===== src/rtl/endian_load_unit.sv =====
module endian_load_unit #(
  parameter int AW = 16
) (
  input  logic          clk,
  input  logic          rst_n,
  input  logic          req_valid,
  input  logic [AW-1:0] req_addr,
  input  logic [1:0]    req_size,
  input  logic          req_big,
  input  logic          req_signed,
  output logic          ready,
  output logic          mem_rd_en,
  output logic [AW-3:0] mem_rd_addr,
  input  logic [31:0]   mem_rd_data,
  output logic          rsp_valid,
  output logic [31:0]   rsp_data,
  output logic          rsp_err
);
  localparam int WAW = AW - 2;

  typedef enum logic [1:0] {S_IDLE, S_FIRST, S_SECOND} state_t;

  state_t         st;
  logic [1:0]     off_q, size_q;
  logic           big_q, sgn_q, split_q, bad_q;
  logic [WAW-1:0] wa_q;
  logic [31:0]    lo_q;

  logic        accept, req_bad, req_split;
  logic [63:0] pair;
  logic [7:0]  b [4];
  logic [15:0] half;
  logic [31:0] shaped;

  assign ready     = (st == S_IDLE);
  assign accept    = req_valid && ready;
  assign req_bad   = (req_size == 2'b11);
  assign req_split = (req_size == 2'b01 && req_addr[1:0] == 2'b11) ||
                     (req_size == 2'b10 && req_addr[1:0] != 2'b00);

  assign mem_rd_en   = (accept && !req_bad) || (st == S_FIRST && split_q);
  assign mem_rd_addr = (st == S_FIRST) ? wa_q + WAW'(1) : req_addr[AW-1:2];

  assign pair = {mem_rd_data, (st == S_SECOND) ? lo_q : mem_rd_data};

  always_comb begin
    for (int i = 0; i < 4; i++)
      b[i] = pair[{{1'b0, off_q} + 3'(i), 3'b000} +: 8];
    half = big_q ? {b[0], b[1]} : {b[1], b[0]};
    case (size_q)
      2'b00:   shaped = {{24{sgn_q & b[0][7]}}, b[0]};
      2'b01:   shaped = {{16{sgn_q & half[15]}}, half};
      default: shaped = big_q ? {b[0], b[1], b[2], b[3]} : {b[3], b[2], b[1], b[0]};
    endcase
  end

  always_ff @(posedge clk or negedge rst_n) begin
    if (!rst_n) begin
      st        <= S_IDLE;
      off_q     <= '0;
      size_q    <= '0;
      big_q     <= 1'b0;
      sgn_q     <= 1'b0;
      split_q   <= 1'b0;
      bad_q     <= 1'b0;
      wa_q      <= '0;
      lo_q      <= '0;
      rsp_valid <= 1'b0;
      rsp_data  <= '0;
      rsp_err   <= 1'b0;
    end else begin
      rsp_valid <= 1'b0;
      case (st)
        S_IDLE: if (accept) begin
          off_q   <= req_addr[1:0];
          size_q  <= req_size;
          big_q   <= req_big;
          sgn_q   <= req_signed;
          split_q <= req_split;
          bad_q   <= req_bad;
          wa_q    <= req_addr[AW-1:2];
          st      <= S_FIRST;
        end
        S_FIRST: begin
          lo_q <= mem_rd_data;
          if (split_q) begin
            st <= S_SECOND;
          end else begin
            st        <= S_IDLE;
            rsp_valid <= 1'b1;
            rsp_data  <= bad_q ? '0 : shaped;
            rsp_err   <= bad_q;
          end
        end
        default: begin
          st        <= S_IDLE;
          rsp_valid <= 1'b1;
          rsp_data  <= shaped;
          rsp_err   <= 1'b0;
        end
      endcase
    end
  end
endmodule



===== config.mk =====
export PLATFORM = sky130hd
export DESIGN_NAME = endian_load_unit
export DESIGN_NICKNAME = d
export VERILOG_FILES = /design/src/rtl/endian_load_unit.sv
export SDC_FILE = /design/constraint.sdc
export NUM_CORES = 1
export LEC_CHECK = 0
export BUFFER_PORTS_ARGS = -buffer_cell sky130_fd_sc_hd__clkbuf_2
export CELL_PAD_IN_SITES_DETAIL_PLACEMENT = 0
export CELL_PAD_IN_SITES_GLOBAL_PLACEMENT = 1
export CORE_MARGIN = 10
export CORE_UTILIZATION = 30
export CTS_CLUSTER_DIAMETER = 200
export DETAILED_ROUTE_END_ITERATION = 12
export GPL_TIMING_DRIVEN = 0
export HOLD_SLACK_MARGIN = 0.12
export PLACE_DENSITY = 0.62
export REMOVE_ABC_BUFFERS = 1
export SETUP_SLACK_MARGIN = 0.3
export SLEW_MARGIN = 25
export SYNTH_ARGS = -nofsm -noshare
export SYNTH_HDL_FRONTEND = slang
export SYNTH_SLANG_ARGS = --single-unit

===== constraint.sdc =====
create_clock -name clk -period 2 [get_ports clk]
set_input_delay 0.2 -clock clk [delete_from_list [all_inputs] [get_ports clk]]
set_output_delay 0.2 -clock clk [all_outputs]
set_load 0.03 [all_outputs]

======== Word-level counts from Yosys, hierarchy flattened ========
Index checks and enable logic that the tools add are counted.
word-level totals
  bits in registers ....................... 90
  input port bits ......................... 55
  output and inout port bits .............. 50
  word-level logic and storage cells ...... 60
operators by class
  add/sub/neg operators ................... 4
  eq/ne operators ......................... 9
  shift-type cells ........................ 4
  muxes and demuxes ....................... 15
  bitwise operators ....................... 3
  reductions and logical operators ........ 13
operators with widths
  kind                     count
  $shiftx A64 B7 Y8        3
  $mux W32                 4
  $pmux W32 S2             2
  $shiftx A64 B6 Y8        1
  $mux W16                 1
  $add A14 B1 Y14 const B  1
  $mux W14                 1
  $eq A2 B2 Y1 const B     4
  $add A2 B2 Y3 const B    2
  $eq A2 B1 Y1 const B     3
  $logic_and A1 B1 Y1      5
  $logic_not A2 Y1         2
  $mux W2                  2
  $pmux W1 S2              2
  $pmux W2 S2              1
  $reduce_and A2 Y1        2
  $add A2 B1 Y3 const B    1
  $and A1 B1 Y1            2
  $logic_or A1 B1 Y1       2
  $mux W1                  2
  $ne A2 B1 Y1 const B     1
  $ne A2 B2 Y1 const B     1
  $reduce_bool A2 Y1       1
  $logic_not A1 Y1         1
  $not A1 Y1               1

======== Logic depth before layout (Yosys ltp) ========
Gate-level depths: netlist of the first run.
  depth after elaboration ................. 9
  gate-level depth with buffers ........... 9
  mapped depth without buffers ............ 6

======== Least setup slack after synthesis of the first run ========
Ideal clock, no wire load.
  path type ............................... register to output
  start point ............................. register wa_q[3]
  end point ............................... output port mem_rd_addr[13]
  data arrival time ....................... 1.915 ns
  slack ................................... -0.115 ns
  stages on the path, launching flop included .. 7
  path buffers ............................ 0
  cell sequence ........................... dfrtp_1 nand3_1 nor2_1 nand3_1 or2_2 xor2_1 o21ai_0
between the ends
  longest elaborated chain between the ends .. 2
RTL lines
  item                    RTL line  RTL
  start, declared         26        logic [WAW-1:0] wa_q;
  start signal, assigned  81        wa_q <= req_addr[AW-1:2];
  $add A14 B1 Y14         42        assign mem_rd_addr = (st == S_FIRST) ? wa_q + WAW'(1) : req_addr[AW-1:2];
  $mux W14                42
  end, declared           13        output logic [AW-3:0] mem_rd_addr,
Every way passes these cells.

======== Worst setup path after layout of the first run ========
  start point ............................. register st[1]
  end point ............................... register rsp_data[8]
between the ends
  longest elaborated chain between the ends .. 8
  elaborated cells between the ends (all ways) .. 17
  classes of those cells .................. eq/ne: 3; shift: 3; mux: 7; bitwise: 2; reduce/logical: 2
RTL lines
  item                                                           RTL line  RTL
  start, declared                                                23        state_t st;
  start signal, assigned                                         59        st <= S_IDLE;
  start signal, assigned                                         82        st <= S_FIRST;
  start signal, assigned                                         87        st <= S_SECOND;
  $eq A2 B2 Y1                                                   44        assign pair = {mem_rd_data, (st == S_SECOND) ? lo_q : mem_rd_data};
  $mux W32                                                       44
  $shiftx A64 B7 Y8 / $shiftx A64 B6 Y8 (equally long branches)  48        b[i] = pair[{{1'b0, off_q} + 3'(i), 3'b000} +: 8];
  $mux W32 (tied with other cells)                               53        default: shaped = big_q ? {b[0], b[1], b[2], b[3]} : {b[3], b[2], b[1], b[0]};
  $pmux W32 S2                                                   50        case (size_q)
  $mux W32                                                       91        rsp_data <= bad_q ? '0 : shaped;
  $mux W32                                                       86        if (split_q) begin
  $pmux W32 S2                                                   73        case (st)
  end signal, assigned                                           91
  end signal, assigned                                           98        rsp_data <= shaped;
  end, declared                                                  16        output logic [31:0] rsp_data,
Parallel ways exist; a longest one is shown, timed or not. The select of a mux whose other input is x is not followed.
A chain may end at the register's enable or synchronous reset.

==> flow_metrics.tcl, run 1 <==
set metrics [dict create \
    status "finished, violations left" \
    violated_checks "setup timing" \
    postSynthRegisterBits 90 \
    cts.sink_count 90 \
    syn_inst 704 \
    detail-route-antenna-nets 0 \
    drt-wirelength-per-cell_um 20.9 \
    critical_path.max_fanout 7 \
    asyncSetResetFlopFracSynth_pct 100 \
    drt_iter0_markers 423 \
    timing.critical_path.from_type "flop" \
    design_power_total_uw 12400 \
    route.final.wire_length_mm 24.6 \
    synthAdderAreaFrac_pct 0.206 \
    viasPerCell 5.40 \
    final_layout_size_suffix_gt1_share_pct 41.1 \
    synth_area_leader_cell "sky130_fd_sc_hd__dfrtp_1" \
    worst_path_largest_cell_delay_ps 520 \
    die_width_um 162 \
    tritoncts.num_buffers 9 \
    overflow 0 \
    grt_use_total_pct 17.7 \
    synth_flop_type "sky130_fd_sc_hd__dfrtp_1" \
    ioPinCount 105 \
    fp.dieH_um 162 \
    synth_warnings 0 \
    critPathRequiredTime_ps 2280 \
    yosys-mux-area-fraction_pct 17.4 \
    power_per_cell_area_nw_per_um2 1340 \
    ys_seq_area_share_pct 37.1 \
    finalCoreUtilization_pct 47.4 \
    drv.max_cap_violation_count 0 \
    synth_top_cells_by_area "sky130_fd_sc_hd__dfrtp_1 (37%), sky130_fd_sc_hd__nand2_1 (11%), sky130_fd_sc_hd__mux2i_1 (6.4%), sky130_fd_sc_hd__mux2_2 (5.8%), sky130_fd_sc_hd__mux4_2 (5.2%)" \
    synth_top_family_by_area "simple AND/OR/NAND/NOR gates" \
    cts_htree_levels 3 \
    port-buffer-count 104 \
    antenna_violations_before_repair 1 \
    clock_skew_ps 11.2 \
    cts.path.max_buffers 2 \
    nNetsFinal 962 \
    clockRootBuffer "sky130_fd_sc_hd__clkbuf_16" \
    rsz0062_at_grt "true" \
    area.growth.synth_to_final_pct 53.4 \
    worst_hold_path_type "primary input to flop" \
    fillers 1882 \
    max_freq_ghz 0.467 \
    placement_rows 51 \
    drc_errors 0 \
    dieArea_um2 26300 \
    vias 6353 \
    dp.final_hpwl_mm 14.2 \
    leakagePower_uw 0.00418 \
    floorplan.initialDensity_pct 30.9 \
    tightest_slew_ps 695 \
    post_synth_and_or_nand_nor_area_fraction_pct 20.2 \
    worst_skew_pair.late_latency_ps 360 \
    synth.avg_cell_area_um2 8.62 \
    timing.critical_path.cells "nor2b_4, buf_12, buf_16, mux2i_4, mux4_2, o32a_1, o21ai_1" \
    cts_tree "yes" \
    worst_slack_ps -139 \
    yosysTopAreaCellShare_pct 37.1 \
    synth_edf_count 0 \
    clkTransAtPathRegs_ps 70 \
    grt_pass1_wl_mm 37.1 \
    crit_path_end_kind "flop" \
    final.period_utilization_pct 107 \
    irDropWorstVdd_uv 573 \
    timing.critical_path.buf_inv 2 \
    grt_start_max_net_pins 65 \
    critical_path.slowest_cell "sky130_fd_sc_hd__dfrtp_4" \
    path_delay_family "multiplexers" \
    gp_congestion 0.853 \
    synth-compound-area-share_pct 18.2 \
    core_region_area_um2 19700 \
    timing.final.max_slew_violations 0 \
    cp.arrival_ps 2420 \
    netlist_area_um2 6070 \
    timing_hold_violations_final 0 \
    first_global_vias 6507 \
    critical_path_class "flop to flop" \
    post-route-min-period_ps 2140 \
    slew-limit-headroom_pct 53.7 \
    timing.hold.ws_ps 150 \
    finalSetupViolCount 32 \
    synth_xor_area_share_pct 1.73 \
    netlist-cell-type-count 59 \
    firstDrtPassIters 5 \
]
## sequential cells by signal, summed over array words and instances, names as in the netlist
signal / flops
rsp_valid: 1
split_q: 1
size_q: 2
lo_q: 32
big_q: 1
st: 2
rsp_err: 1
sgn_q: 1
bad_q: 1
wa_q: 14
off_q: 2
rsp_data: 32
## cell usage after synthesis, drive strengths merged, types with 5 or more instances
| library cell | number |
|---|---|
| clkbuf | 29 |
| nor2 | 47 |
| nand3 | 19 |
| a21oi | 16 |
| o211ai | 17 |
| mux4 | 14 |
| mux2 | 31 |
| nand2 | 175 |
| and3b | 5 |
| o21ai | 60 |
| nand4 | 5 |
| nor3 | 10 |
| a221oi | 12 |
| inv | 13 |
| buf | 25 |
| a21o | 6 |
| a211oi | 12 |
| mux2i | 39 |
| xor2 | 8 |
| nand2b | 9 |
| dfrtp | 90 |
## placed cells by master (no fill, tap or decap), types with 7 or more instances in the layout
master,count
sky130_fd_sc_hd__a211oi_1,7
sky130_fd_sc_hd__a21oi_1,12
sky130_fd_sc_hd__a221oi_2,7
sky130_fd_sc_hd__buf_16,8
sky130_fd_sc_hd__buf_4,63
sky130_fd_sc_hd__buf_6,16
sky130_fd_sc_hd__clkbuf_16,10
sky130_fd_sc_hd__clkbuf_2,90
sky130_fd_sc_hd__dfrtp_1,84
sky130_fd_sc_hd__dlygate4sd3_1,47
sky130_fd_sc_hd__inv_1,10
sky130_fd_sc_hd__mux2_2,26
sky130_fd_sc_hd__mux2i_1,26
sky130_fd_sc_hd__mux2i_2,7
sky130_fd_sc_hd__mux4_2,14
sky130_fd_sc_hd__nand2_1,166
sky130_fd_sc_hd__nand2_2,7
sky130_fd_sc_hd__nand2b_1,7
sky130_fd_sc_hd__nand3_2,12
sky130_fd_sc_hd__nor2_1,35
sky130_fd_sc_hd__nor2_2,8
sky130_fd_sc_hd__nor3_1,7
sky130_fd_sc_hd__o211ai_1,17
sky130_fd_sc_hd__o21ai_0,28
sky130_fd_sc_hd__o21ai_1,23
sky130_fd_sc_hd__o21ai_2,7
sky130_fd_sc_hd__xor2_1,8
## metal layers
| layer | routed length [um] | vias up | global-route usage, % |
|---|---|---|---|
| met2 | 11400 | 250 | 28.2 |
| met3 | 1790 | 39 | 5.33 |
| li1 | - | 2929 | - |
| met4 | 553 | 0 | 5.46 |
| met5 | 0 | - | 0 |
| met1 | 10800 | 3135 | 22.7 |
## tightest hold or removal path, stage by stage
cell	delay [ps]
sky130_fd_sc_hd__clkbuf_2	150
sky130_fd_sc_hd__nand2_1	60
sky130_fd_sc_hd__o21ai_0	60
## area by class of cell
cell class	instances	area [um^2]	share of cell area, %
Multi-Input combinational cell	551	4250	45.6
Sequential cell	90	2270	24.4
Inverter	14	63.8	0.686
Clock buffer	10	239	2.57
Clock inverter	6	41.3	0.444
Tap cell	265	332	3.56
Antenna cell	1	2.50	0.0269
Timing Repair Buffer	240	2110	22.7
## timing repair
action | in CTS | in global routing
gates resized for setup | 122 | 101
hold buffers | 47 | 0
setup buffers | 61 | 16
cloned | 7 | 3
endpoints found under the hold margin | 137 | 0
setup endpoints to repair | 104 | 53
pin swaps | 38 | 40
## per-stage QoR
| step | cell area (um^2) | std cells | TNS (ps) | setup slack, ps |
|---|---|---|---|---|
| 2_1_floorplan | 5810 | 650 | -51070 | -1330 |
| 3_3_place_gp | 6660 | 1019 | -189780 | -2990 |
| 3_5_place_dp | 6910 | 1026 | -31070 | -1110 |
| 4_1_cts | 8790 | 1157 | -1610 | -113 |
| 5_1_grt | 9310 | 1177 | -4080 | -195 |
| 6_report | 9310 | 1177 | -1640 | -139 |
## cells by family after synthesis
family / Yosys count
multiplexers: 84
XOR/XNOR: 12
AO/OA/AOI/OAI: 164
adder cells (fa/ha/maj): 1
buffers and inverters: 68
AND/OR/NAND/NOR: 285
flip-flops: 90
## final timing paths
| kind | from | endpoint | slack, ps | cells past startpoint |
|---|---|---|---|---|
| worst min-delay path | req_size[1] | size_q[1] | 150 | 3 |
| min in group asynchronous | rst_n | lo_q[25] | 300 | 2 |
| worst min register to register | lo_q[0] | lo_q[0] | 480 | 2 |
| worst max register to register | st[1] | rsp_data[8] | -140 | 7 |
| worst max-delay path | st[1] | rsp_data[8] | -140 | 7 |
| max in group asynchronous | rst_n | size_q[1] | 1050 | 3 |
## report_power, final
group	switching, uW	leakage [uW]	internal [uW]
sequential	755	0.00111	2560
combinational	4210	0.00292	3260
clock	786	0.000143	880
total	5750	0.00418	6700
Power figures use the tool's default switching activity.
==> run 2: changes to the inputs <==
- REMOVE_ABC_BUFFERS: 1 -> default
==> flow_metrics.tcl, run 2 (synthesized netlist as in run 1, its figures left out) <==
set metrics [dict create \
    overflow 0 \
    tritoncts.num_buffers 9 \
    timing.final.max_slew_violations 0 \
    critical_path_class "flop to flop" \
    rsz0062_at_grt "true" \
    core_region_area_um2 19700 \
    fillers 1878 \
    largestRegisters "lo_q: 32 flops, rsp_data: 32 flops, wa_q: 14 flops" \
    mostFrequentLayoutCells "sky130_fd_sc_hd__nand2_1 (154), sky130_fd_sc_hd__clkbuf_2 (101), sky130_fd_sc_hd__dfrtp_1 (86)" \
    route.final.wire_length_mm 26.8 \
    gp_congestion 0.935 \
    timing.critical_path.buf_inv 2 \
    timing.critical_path.cells "nand2b_4, buf_12, buf_12, mux2i_4, mux4_2, o32a_1, o21ai_1" \
    leakagePower_uw 0.00436 \
    post-place-cells 1074 \
    violated_checks "setup timing" \
    fp.dieH_um 162 \
    tightest_slew_ps 941 \
    n_antenna_cell 0 \
    dp.final_hpwl_mm 18.8 \
    timing_hold_violations_final 0 \
    drt-wirelength-per-cell_um 22.5 \
    cp.arrival_ps 2440 \
    top_usage_layer "met2" \
    irDropWorstVdd_uv 658 \
    die_width_um 162 \
    grt_start_max_net_pins 49 \
    ioPinCount 105 \
    nNetsFinal 978 \
    drv.max_cap_violation_count 0 \
    dieArea_um2 26300 \
    floorplan.initialDensity_pct 30.9 \
    cts.path.max_buffers 2 \
    grt_use_total_pct 19.5 \
    status "finished, violations left" \
    cts_tree "yes" \
    critPathMostFrequentCell "sky130_fd_sc_hd__buf_12" \
    clock_skew_ps 9.19 \
    drc_errors 0 \
    detail-route-antenna-nets 0 \
    slew-limit-headroom_pct 36.9 \
    path_delay_family "multiplexers" \
    drt_iter0_markers 424 \
    critical_path.slowest_cell "sky130_fd_sc_hd__mux4_2" \
    timing.critical_path.from_type "flop" \
    critical_path.max_fanout 6 \
    firstDrtPassIters 5 \
    clockRootBuffer "sky130_fd_sc_hd__clkbuf_16" \
    cts.sink_count 90 \
    final_layout_size_suffix_gt1_share_pct 44.9 \
    clkTransAtPathRegs_ps 70 \
    layout_commonest_cell "sky130_fd_sc_hd__nand2_1" \
    max_freq_ghz 0.462 \
    critPathRequiredTime_ps 2280 \
    power_per_cell_area_nw_per_um2 1350 \
    fin_cells 1192 \
    crit_path_end_kind "flop" \
    worst_path_largest_cell_delay_ps 520 \
    grt_pass1_wl_mm 40.1 \
    worst_hold_path_type "primary input to flop" \
    syn_nets 760 \
    area.growth.synth_to_final_pct 60.7 \
    placement_rows 51 \
    worst_skew_pair.late_latency_ps 360 \
    final.period_utilization_pct 108 \
    viasPerCell 5.46 \
    worst_slack_ps -166 \
    antenna_violations_before_repair 0 \
    gr-usage-met3_pct 3.99 \
    timing.hold.ws_ps 134 \
    grt.met2_usage_pct 30.8 \
    first_global_vias 6652 \
    finalSetupViolCount 35 \
    post-route-min-period_ps 2170 \
    cts_htree_levels 3 \
    vias 6507 \
    grtUsageMet1_pct 25.9 \
    port-buffer-count 104 \
]
run 2: changes by cell type in the layout (fill, tap and decap cells not counted), moves of 7 or more:
| cell | delta |
|---|---|
| sky130_fd_sc_hd__o21ai_4 | +10 |
| sky130_fd_sc_hd__nand2_4 | +9 |
| sky130_fd_sc_hd__nand2_1 | -12 |
| sky130_fd_sc_hd__dlygate4sd3_1 | -8 |
| sky130_fd_sc_hd__o21ai_1 | -7 |
| sky130_fd_sc_hd__buf_8 | +17 |
| sky130_fd_sc_hd__clkbuf_16 | +9 |
| sky130_fd_sc_hd__clkbuf_2 | +11 |
| sky130_fd_sc_hd__buf_4 | -17 |
run 2: routing by layer:
metal	wire length [um]	up-vias	part of all wire, %
li1	-	2958	-
met1	12000	3254	45
met2	12600	257	47
met3	1620	38	6.0
met4	529	0	2.0
met5	0	-	0
run 2: path summary, 6_finish.rpt:
check | from | endpoint | slack (ps) | cells past startpoint
hold reg to reg | lo_q[7] | lo_q[7] | 480 | 2
hold / removal | mem_rd_data[22] | lo_q[22] | 130 | 3
setup / recovery | st[0] | rsp_data[8] | -170 | 7
setup reg to reg | st[0] | rsp_data[8] | -170 | 7
max in group asynchronous | rst_n | off_q[0] | 1070 | 3
min in group asynchronous | rst_n | rsp_data[21] | 340 | 2
run 2: area by class of cell:
| cell class | instances | area, um^2 | share of cell area, % |
|---|---|---|---|
| sequential | 90 | 2260 | 23.1 |
| tap | 265 | 332 | 3.40 |
| clock buffer | 9 | 225 | 2.31 |
| multi-input combinational | 546 | 4420 | 45.3 |
| buffer | 54 | 636 | 6.52 |
| timing repair buffer | 207 | 1750 | 18.0 |
| inverter | 14 | 60.1 | 0.616 |
| clock inverter | 7 | 70.1 | 0.719 |
run 2: timing repair:
item                       CTS  global route
setup buffers               30            24
setup endpoints to repair   95            63
gates resized for setup    182           131
hold endpoints to repair    81             0
gates cloned                 4             5
hold buffers                39             0
pin swaps                   16            46
run 2: power breakdown:
| part | leakage, uW | switching, uW | internal [uW] |
|---|---|---|---|
| clock network | 0.000145 | 786 | 967 |
| logic | 0.00310 | 4750 | 3490 |
| registers | 0.00111 | 599 | 2540 |
| total | 0.00436 | 6130 | 7000 |
run 2: tightest hold or removal path, stage by stage:
cell,delay (ps)
sky130_fd_sc_hd__clkbuf_2,140
sky130_fd_sc_hd__nand2_1,70
sky130_fd_sc_hd__nand2_1,40
run 2: stage by stage:
| step | worst slack [ps] | TNS (ps) | total power (uW) | utilization (%) | area [um^2] |
|---|---|---|---|---|---|
| 2_1_floorplan | 109 | 0 | 7210 | - | 6340 |
| 3_3_place_gp | -643 | -61830 | 9100 | 36.6 | 7190 |
| 3_5_place_dp | -496 | -22330 | 9170 | 36.8 | 7230 |
| 4_1_cts | -110 | -2610 | 12100 | 45.6 | 8970 |
| 5_1_grt | -219 | -5070 | 13900 | 49.6 | 9750 |
| 6_report | -166 | -2450 | 13100 | 49.6 | 9750 |
